--- config.mk ---
export PLATFORM = sky130hd
export DESIGN_NAME = sdr_burst_engine
export DESIGN_NICKNAME = d
export VERILOG_FILES = /design/src/rtl/sdr_burst_pkg.sv /design/src/rtl/sdr_cke_pipe.sv /design/src/rtl/sdr_bank_track.sv /design/src/rtl/sdr_word_store.sv /design/src/rtl/sdr_burst_seq.sv /design/src/rtl/sdr_burst_engine.sv
export SDC_FILE = /design/constraint.sdc
export NUM_CORES = 1
export LEC_CHECK = 0
export BUFFER_PORTS_ARGS = -buffer_cell sky130_fd_sc_hd__buf_2
export CAP_MARGIN = 10
export CORE_MARGIN = 2
export CORE_UTILIZATION = 44
export CTS_CLUSTER_DIAMETER = 30
export DETAILED_ROUTE_END_ITERATION = 10
export GPL_ROUTABILITY_DRIVEN = 0
export SLEW_MARGIN = 20
export SYNTH_ARGS = -nofsm -noshare
export SYNTH_HDL_FRONTEND = slang
export SYNTH_SLANG_ARGS = --single-unit
--- constraint.sdc ---
create_clock -name clk -period 4.33 [get_ports clk]
set_input_delay 0.866 -clock clk [delete_from_list [all_inputs] [get_ports clk]]
set_output_delay 0.866 -clock clk [all_outputs]
set_load 0.05 [all_outputs]
--- src/rtl/sdr_burst_pkg.sv ---
package sdr_burst_pkg;
  typedef enum logic [1:0] {
    CMD_NOP = 2'b00,
    CMD_ACT = 2'b01,
    CMD_RD  = 2'b10,
    CMD_WR  = 2'b11
  } sdr_cmd_e;
endpackage

--- src/rtl/sdr_cke_pipe.sv ---
module sdr_cke_pipe (
  input  logic clk,
  input  logic rst_n,
  input  logic cke,
  input  logic any_open,
  output logic adv
);
  logic stage1, stage2;

  // a low enable only counts once a bank is open
  always_ff @(posedge clk or negedge rst_n) begin
    if (!rst_n) begin
      stage1 <= 1'b1;
      stage2 <= 1'b1;
    end else begin
      stage1 <= cke | ~any_open;
      stage2 <= stage1;
    end
  end

  assign adv = stage2;

  a_r4_entry_delay: assert property (@(posedge clk) disable iff (!rst_n)
    (any_open && !cke) |-> ##2 !adv);
  a_r5_exit_delay: assert property (@(posedge clk) disable iff (!rst_n)
    cke |-> ##2 adv);
endmodule

--- src/rtl/sdr_bank_track.sv ---
module sdr_bank_track
  import sdr_burst_pkg::*;
#(
  parameter int BANK_W = 1
) (
  input  logic              clk,
  input  logic              rst_n,
  input  logic              adv,
  input  sdr_cmd_e          cmd,
  input  logic [BANK_W-1:0] bank,
  output logic [(1<<BANK_W)-1:0] open_mask,
  output logic              any_open
);
  localparam int NBANK = 1 << BANK_W;

  for (genvar g = 0; g < NBANK; g++) begin : g_bank
    logic is_open;
    always_ff @(posedge clk or negedge rst_n) begin
      if (!rst_n) is_open <= 1'b0;
      else if (adv && cmd == CMD_ACT && bank == BANK_W'(g)) is_open <= 1'b1;
    end
    assign open_mask[g] = is_open;
  end

  assign any_open = |open_mask;

  a_r8_banks_frozen: assert property (@(posedge clk) disable iff (!rst_n)
    !adv |=> $stable(open_mask));
endmodule

--- src/rtl/sdr_word_store.sv ---
module sdr_word_store #(
  parameter int DATA_W = 8,
  parameter int ADDR_W = 4
) (
  input  logic              clk,
  input  logic              we,
  input  logic [ADDR_W-1:0] waddr,
  input  logic [DATA_W-1:0] wdata,
  input  logic [ADDR_W-1:0] raddr,
  output logic [DATA_W-1:0] rdata
);
  localparam int DEPTH = 1 << ADDR_W;
  logic [DATA_W-1:0] cells [DEPTH];

  always_ff @(posedge clk) begin
    if (we) cells[waddr] <= wdata;
  end

  assign rdata = cells[raddr];
endmodule

--- src/rtl/sdr_burst_seq.sv ---
module sdr_burst_seq
  import sdr_burst_pkg::*;
#(
  parameter int DATA_W     = 8,
  parameter int BANK_W     = 1,
  parameter int COL_W      = 3,
  parameter int BURST_LEN  = 2,
  parameter int CAS_LAT    = 2,
  parameter int REGISTERED = 0
) (
  input  logic                     clk,
  input  logic                     rst_n,
  input  logic                     adv,
  input  sdr_cmd_e                 cmd,
  input  logic [BANK_W-1:0]        bank,
  input  logic [COL_W-1:0]         col,
  input  logic [(1<<BANK_W)-1:0]   open_mask,
  input  logic [DATA_W-1:0]        dq_in,
  input  logic [DATA_W-1:0]        rdata,
  output logic [BANK_W+COL_W-1:0]  raddr,
  output logic                     we,
  output logic [BANK_W+COL_W-1:0]  waddr,
  output logic [DATA_W-1:0]        wdata,
  output logic [DATA_W-1:0]        dout,
  output logic                     oe
);
  localparam int BL_W    = $clog2(BURST_LEN);
  localparam int LEFT_W  = $clog2(BURST_LEN + 1);
  localparam int RD_WAIT = CAS_LAT - 1 + REGISTERED;
  localparam int WAIT_W  = $clog2(RD_WAIT + 2);

  function automatic logic [COL_W-1:0] colbump(input logic [COL_W-1:0] c);
    logic [COL_W-1:0] r;
    r = c;
    r[BL_W-1:0] = c[BL_W-1:0] + BL_W'(1);
    return r;
  endfunction

  logic [BANK_W-1:0] rd_bank, wr_bank;
  logic [COL_W-1:0]  rd_col, wr_col;
  logic [LEFT_W-1:0] rd_left, wr_left;
  logic [WAIT_W-1:0] rd_wait;
  logic [DATA_W-1:0] dout_q;
  logic              oe_q;

  logic bank_ok, rd_cmd, wr_cmd;
  assign bank_ok = open_mask[bank];
  assign rd_cmd  = adv && bank_ok && cmd == CMD_RD;
  assign wr_cmd  = adv && bank_ok && cmd == CMD_WR;

  // write start differs between direct and registered data paths
  logic [COL_W-1:0]  first_col;
  logic [LEFT_W-1:0] first_left;
  logic              beat_on_cmd;
  if (REGISTERED == 0) begin : g_direct
    assign first_col   = colbump(col);
    assign first_left  = LEFT_W'(BURST_LEN - 1);
    assign beat_on_cmd = 1'b1;
  end else begin : g_regd
    assign first_col   = col;
    assign first_left  = LEFT_W'(BURST_LEN);
    assign beat_on_cmd = 1'b0;
  end

  assign raddr = {rd_bank, rd_col};
  assign we    = (wr_cmd && beat_on_cmd) ||
                 (adv && !rd_cmd && !wr_cmd && wr_left != '0);
  assign waddr = wr_cmd ? {bank, col} : {wr_bank, wr_col};
  assign wdata = dq_in;

  always_ff @(posedge clk or negedge rst_n) begin
    if (!rst_n) begin
      rd_bank <= '0;
      rd_col  <= '0;
      rd_left <= '0;
      rd_wait <= '0;
      dout_q  <= '0;
      oe_q    <= 1'b0;
    end else if (adv) begin
      if (rd_cmd) begin
        rd_bank <= bank;
        rd_col  <= col;
        rd_left <= LEFT_W'(BURST_LEN);
        rd_wait <= WAIT_W'(RD_WAIT);
        oe_q    <= 1'b0;
      end else if (wr_cmd) begin
        rd_left <= '0;
        oe_q    <= 1'b0;
      end else if (rd_wait != '0) begin
        rd_wait <= rd_wait - WAIT_W'(1);
      end else if (rd_left != '0) begin
        dout_q  <= rdata;
        oe_q    <= 1'b1;
        rd_col  <= colbump(rd_col);
        rd_left <= rd_left - LEFT_W'(1);
      end else begin
        oe_q    <= 1'b0;
      end
    end
  end

  always_ff @(posedge clk or negedge rst_n) begin
    if (!rst_n) begin
      wr_bank <= '0;
      wr_col  <= '0;
      wr_left <= '0;
    end else if (adv) begin
      if (wr_cmd) begin
        wr_bank <= bank;
        wr_col  <= first_col;
        wr_left <= first_left;
      end else if (rd_cmd) begin
        wr_left <= '0;
      end else if (wr_left != '0) begin
        wr_col  <= colbump(wr_col);
        wr_left <= wr_left - LEFT_W'(1);
      end
    end
  end

  assign dout = dout_q;
  assign oe   = oe_q;

  a_r6_read_hold: assert property (@(posedge clk) disable iff (!rst_n)
    !adv |=> ($stable(dout_q) && $stable(oe_q)));
  a_r10_closed_read: assert property (@(posedge clk) disable iff (!rst_n)
    (adv && cmd == CMD_RD && !bank_ok && rd_left == '0 && !oe_q) |=> !oe_q);
endmodule

--- src/rtl/sdr_burst_engine.sv ---
module sdr_burst_engine
  import sdr_burst_pkg::*;
#(
  parameter int DATA_W     = 8,
  parameter int BANK_W     = 1,
  parameter int COL_W      = 3,
  parameter int BURST_LEN  = 2,
  parameter int CAS_LAT    = 2,
  parameter int REGISTERED = 0
) (
  input  logic              clk,
  input  logic              rst_n,
  input  logic              cke,
  input  logic [1:0]        cmd,
  input  logic [BANK_W-1:0] bank,
  input  logic [COL_W-1:0]  col,
  input  logic [DATA_W-1:0] dq_in,
  output logic [DATA_W-1:0] dq_out,
  output logic              dq_oe
);
  localparam int ADDR_W = BANK_W + COL_W;
  localparam int NBANK  = 1 << BANK_W;

  sdr_cmd_e            cmd_e;
  logic                adv, any_open;
  logic [NBANK-1:0]    open_mask;
  logic                st_we;
  logic [ADDR_W-1:0]   st_waddr, st_raddr;
  logic [DATA_W-1:0]   st_wdata, st_rdata;

  assign cmd_e = sdr_cmd_e'(cmd);

  sdr_cke_pipe u_cke (
    .clk(clk), .rst_n(rst_n), .cke(cke), .any_open(any_open), .adv(adv)
  );

  sdr_bank_track #(.BANK_W(BANK_W)) u_banks (
    .clk(clk), .rst_n(rst_n), .adv(adv), .cmd(cmd_e), .bank(bank),
    .open_mask(open_mask), .any_open(any_open)
  );

  sdr_word_store #(.DATA_W(DATA_W), .ADDR_W(ADDR_W)) u_store (
    .clk(clk), .we(st_we), .waddr(st_waddr), .wdata(st_wdata),
    .raddr(st_raddr), .rdata(st_rdata)
  );

  sdr_burst_seq #(
    .DATA_W(DATA_W), .BANK_W(BANK_W), .COL_W(COL_W),
    .BURST_LEN(BURST_LEN), .CAS_LAT(CAS_LAT), .REGISTERED(REGISTERED)
  ) u_seq (
    .clk(clk), .rst_n(rst_n), .adv(adv), .cmd(cmd_e), .bank(bank), .col(col),
    .open_mask(open_mask), .dq_in(dq_in), .rdata(st_rdata),
    .raddr(st_raddr), .we(st_we), .waddr(st_waddr), .wdata(st_wdata),
    .dout(dq_out), .oe(dq_oe)
  );

  a_r7_no_store_frozen: assert property (@(posedge clk) disable iff (!rst_n)
    !adv |-> !st_we);
endmodule

Word-level counts from Yosys, hierarchy flattened

Memories as Yosys holds them, arrays and structs flattened. A register that Yosys moved wholly into a read port is not among the register bits.
Cells that the tools add are included.

Mux-type cells: 26
Eq/ne operators: 7
Bitwise gates (word level): 6
Magnitude comparators: 1
$add $sub $neg: 6
Reduce and logical (&&, ||, !) cells: 31

Operators by type and width:

| operator            | number |
|---|---|
| $mux 2              | 10 |
| $mux 3              | 5 |
| $reduce_bool 2->1   | 6 |
| $mux 1              | 10 |
| $logic_and 1x1->1   | 9 |
| $reduce_and 3->1    | 3 |
| $reduce_and 2->1    | 4 |
| $reduce_bool 3->1   | 2 |
| $sub 2x1->2 const B | 3 |
| $not 1->1           | 5 |
| $reduce_and 5->1    | 1 |
| $eq 2x2->1 const B  | 2 |
| $mux 4              | 1 |
| $ne 2x1->1 const B  | 2 |
| $reduce_and 4->1    | 1 |
| $add 1x1->1 const B | 3 |
| $logic_not 1->1     | 3 |
| $ne 3x1->1 const B  | 1 |
| $eq 2x1->1 const B  | 1 |
| $lt 1x2->1 const B  | 1 |
| $ne 2x2->1 const B  | 1 |
| $reduce_or 2->1     | 1 |
| $logic_or 1x1->1    | 1 |
| $or 1x1->1          | 1 |

Input bits: 17
Memory bits (writable): 128
Memories kept: 1
Output and inout bits: 9
Register bits: 19
Word-level logic and storage cells: 92

Memories:

| memory        | depth | width | read ports | clocked after memory_dff | write ports | line                 | text |
|---|---|---|---|---|---|---|---|
| u_store.cells | 16    | 8     | 1          | 1                        | 1           | sdr_word_store.sv:13 | `logic [DATA_W-1:0] cells [DEPTH];` |

Logic depth before layout (Yosys ltp)

Depth after elaboration: 11
Mapped depth: 7
Mapped depth without buffers: 6

By module

Synthesis repeated with hierarchy kept, for this count alone.

Cell total of the unflattened synthesis: 333
Area, all modules: 6331.1 µm²

Modules (own cells, without submodules):

| module         | area an instance (µm²) | cells an instance | times used | seq. area each (µm²) |
|---|---|---|---|---|
| sdr_word_store | 4987.3                 | 221               | 1          | 3843.7 |
| sdr_burst_seq  | 1184.9                 | 100               | 1          | 575.6 |
| sdr_bank_track | 100.1                  | 9                 | 1          | 50.0 |
| sdr_cke_pipe   | 58.8                   | 3                 | 1          | 52.6 |

Worst setup path before layout

No wires, ideal clock.

Kind: in2reg
Start: input bank
End: memory u_store.cells[2][0], enable pin
Data required time: 3.960 ns
Arrival: 2.300 ns
Stages: 6
Setup slack: 1.660 ns
Path buffers: 2
Cell sequence: buf_6 > mux2i_4 > or3_1 > buf_6 > mux2i_4 > nor2_1

Cells in the longest elaborated chain, start to end: 11

Ends and longest elaborated chain:

| what                                       | line                                     | text |
|---|---|---|
| start: declaration                         | sdr_burst_engine.sv:15                   | `input logic [BANK_W-1:0] bank,` |
| $mux 1 (not written as such) (2 in series) | sdr_burst_seq.sv:47                      | `assign bank_ok = open_mask[bank];` |
| $logic_and 1x1->1                          | sdr_burst_seq.sv:48, sdr_burst_seq.sv:49 |  |
| $logic_and 1x1->1                          | sdr_burst_seq.sv:48                      | `assign rd_cmd = adv && bank_ok && cmd == CMD_RD;` |
| $logic_not 1->1                            | sdr_burst_seq.sv:67                      | `(adv && !rd_cmd && !wr_cmd && wr_left != '0);` |
| $logic_and 1x1->1 (3 in series)            | sdr_burst_seq.sv:67                      |  |
| $logic_or 1x1->1                           | sdr_burst_seq.sv:66                      | `assign we = (wr_cmd && beat_on_cmd) \|\|` |
| $mux 1                                     | sdr_word_store.sv:16                     | `if (we) cells[waddr] <= wdata;` |
| $mux 1 (not written as such)               | sdr_word_store.sv:16                     |  |
| end: declaration                           | sdr_word_store.sv:13                     |  |

Parallel ways exist; a longest one is shown, timed or not. The select of a mux whose other input is x is not followed.

Worst setup path in the final report

Start: input bank
End: memory u_store.cells[1][1], enable pin

The elaborated chain is that of the path after synthesis.

==> out/qor.csv <==
metric,value,unit
status,finished clean,
post-DP HPWL,8590,um
largest cells by area after synthesis,"edfxtp_1 61%, dfrtp_1 9.8%, mux4_1 7.9%",
Initial Utilization,45.41,%
Final Util,51.48,%
area of the multi-input gates,0.001687,sq mm
setup TNS,0,ps
setup skew after layout,21.24,ps
Syn Area/Cell,18.85,sq um
"Clk Latency, worst-skew pair",430,ps
clock slew at reported path FFs,60,ps
Fin. Hold Viols,0,
warning count from the yosys run,0,
critical path launch point type,input port,
#FFs+latches synth,155,
crit path time final,2796,ps
Synth top area share,60.51,%
final total power,4301,uW
synthesis-to-layout area growth,13.35,%
max cap viols,0,
fin crit share,64.57,%
clock root buffer,clkbuf_16,
vias in the first global route,3303,
required time of the critical path,4390,ps
Die Y,124.2,um
drt pass-1 iters,5,
core area,0.01399,sq mm
row count,43,
Remaining DRCs,0,
"Seq/Total Area, Yosys",71.18,%
async set-reset flop share out of synthesis,17.42,%
worst ir drop on vdd,0.0003032,V
"commonest non-fill, non-tap cell in the layout",edfxtp_1,
initial antenna violation count,0,
worst min path class,register to register,
die footprint,0.01541,sq mm
Seq. cell area,0.004523,sq mm
GR Util All Layers,19.02,%
RSZ-0062 raised after global routing,false,
CP arrival,2850,ps
CP Class,input port to register,
Final nets,388,
Worst Max-Slew Pin Slew,774.5,ps
Ant. Diodes,0,
global-route wire length before repair,20220,um
total grt overflow,0,
Post-synth EDFFs,128,
clk sinks,155,
count of pins over their slew limit,0,
worst slack at placement,1071,ps
Num CTS Buffers,17,
ys flop type,edfxtp_1,
Post-Syn Area,0.006352,sq mm
setup ws final,1534,ps
fmax,357.7,MHz
ANT nets after route,0,
Clock Path Buffers,2,
max_slew headroom,48.17,%
hold_buf cts,0,
WL final,13160,um
Critical Path Fanout Max,8,
Leakage Power,0.002460,uW
Setup Viol. Count Final,0,
Filler Cells Inserted,1124,
initial DRC count,301,
largest net degree at the start of global routing,34,
Synthesized Nets,357,
most frequent cells in the layout,"128 x edfxtp_1, 25 x buf_2, 24 x dfrtp_1, 23 x nor2_1, 19 x mux4_1",
fraction of layout cells with a size suffix above 1,24.41,%
vias,3258,
post-CTS sizing,0,
PwrDens,597.3,mW/mm^2
post-CTS setup buffers,0,
Die X,124.2,um
port bufs,25,
synthesized instance count,337,
H-tree lvl count,4,
Synth area leader,edfxtp_1,
boundary pin count,26,
Critical Path End Type,register,
vias per inst,5.807,
clock tree from TritonCTS,done,
Yosys cell types,39,
Routed WL per cell,23.46,um
-- cell families after synthesis --
family                   share of synthesized area (%)
flip-flops                                       71.18
AND/OR/NAND/NOR                                  3.841
AO/OA/AOI/OAI                                    5.535
multiplexers                                     16.17
buffers and inverters                            2.265
XOR/XNOR                                        0.4137
adder cells (fa/ha/maj)                         0.5910
-- metrics by stage --
| step | instance area, sq um | hold slack [ps] | cells |
|---|---|---|---|
| 6_report | 7201 | 356.9 | 561 |
| 3_5_place_dp | 6609 | 351.3 | 528 |
| 3_3_place_gp | 6609 | 346.7 | 528 |
| 4_1_cts | 7181 | 358.6 | 560 |
| 2_1_floorplan | 6352 | 345.2 | 337 |
| 5_1_grt | 7201 | 362.3 | 561 |
-- worst max-delay path: stages --
cell     delay (ps)
buf_2           160
mux2i_4         230
or3_1           640
mux2i_4         310
nor2_1          630
-- final timing paths --
path / from / to / slack [ps] / depth (start not counted)
min in group asynchronous: rst_n / u_seq.dout[4] / 470 / 1
setup / recovery: bank / u_store.cells[1][1] / 1530 / 5
hold / removal: u_cke.stage1 / u_cke.adv / 360 / 0
setup reg to reg: u_cke.adv / u_store.cells[1][1] / 1580 / 4
max in group asynchronous: rst_n / u_seq.rd_col[2] / 3390 / 1
hold reg to reg: u_cke.stage1 / u_cke.adv / 360 / 0
-- layout make-up --
| cell class | instances | share of cell area (%) |
|---|---|---|
| Sequential cell | 155 | 62.81 |
| Timing Repair Buffer | 27 | 2.120 |
| Tap cell | 180 | 3.128 |
| Clock inverter | 13 | 1.929 |
| Inverter | 11 | 0.5734 |
| Clock buffer | 19 | 6.012 |
| Multi-Input combinational cell | 156 | 23.42 |
-- flip-flops by register name (all words and copies together) (netlist names) --
signal / cells
u_seq.rd_left: 2
u_banks.g_bank.is_open: 2
u_seq.oe: 1
u_seq.rd_col: 3
u_cke.stage1: 1
u_cke.adv: 1
u_seq.wr_bank: 1
u_seq.rd_bank: 1
u_seq.wr_col: 3
u_seq.dout: 8
u_store.cells: 128
u_seq.rd_wait: 2
u_seq.wr_left: 2
-- synthesized netlist by cell type (5+ instances only) --
cell type,number
edfxtp_1,128
buf_6,5
inv_1,11
a21oi_1,13
mux4_2,13
nor2_1,23
clkbuf_1,6
o22ai_1,16
dfrtp_1,25
mux4_1,19
o21ai_0,6
mux2_2,12
nand2_1,10
nor2b_1,5
-- report_power, final --
part	internal [uW]	total, uW	switching, uW	leakage [uW]
clock network	851	1440	590	0.000280
logic	397	958	561	0.000719
registers	1770	1900	129	0.00146
total	3020	4300	1280	0.00246
-- layer usage --
metal | track usage [%] | routed length (um)
met5 | 0 | 0
met4 | 6.952 | 197
met3 | 5.128 | 1022
met2 | 27.94 | 6113
met1 | 27.38 | 5829
Power figures use the tool's default switching activity.
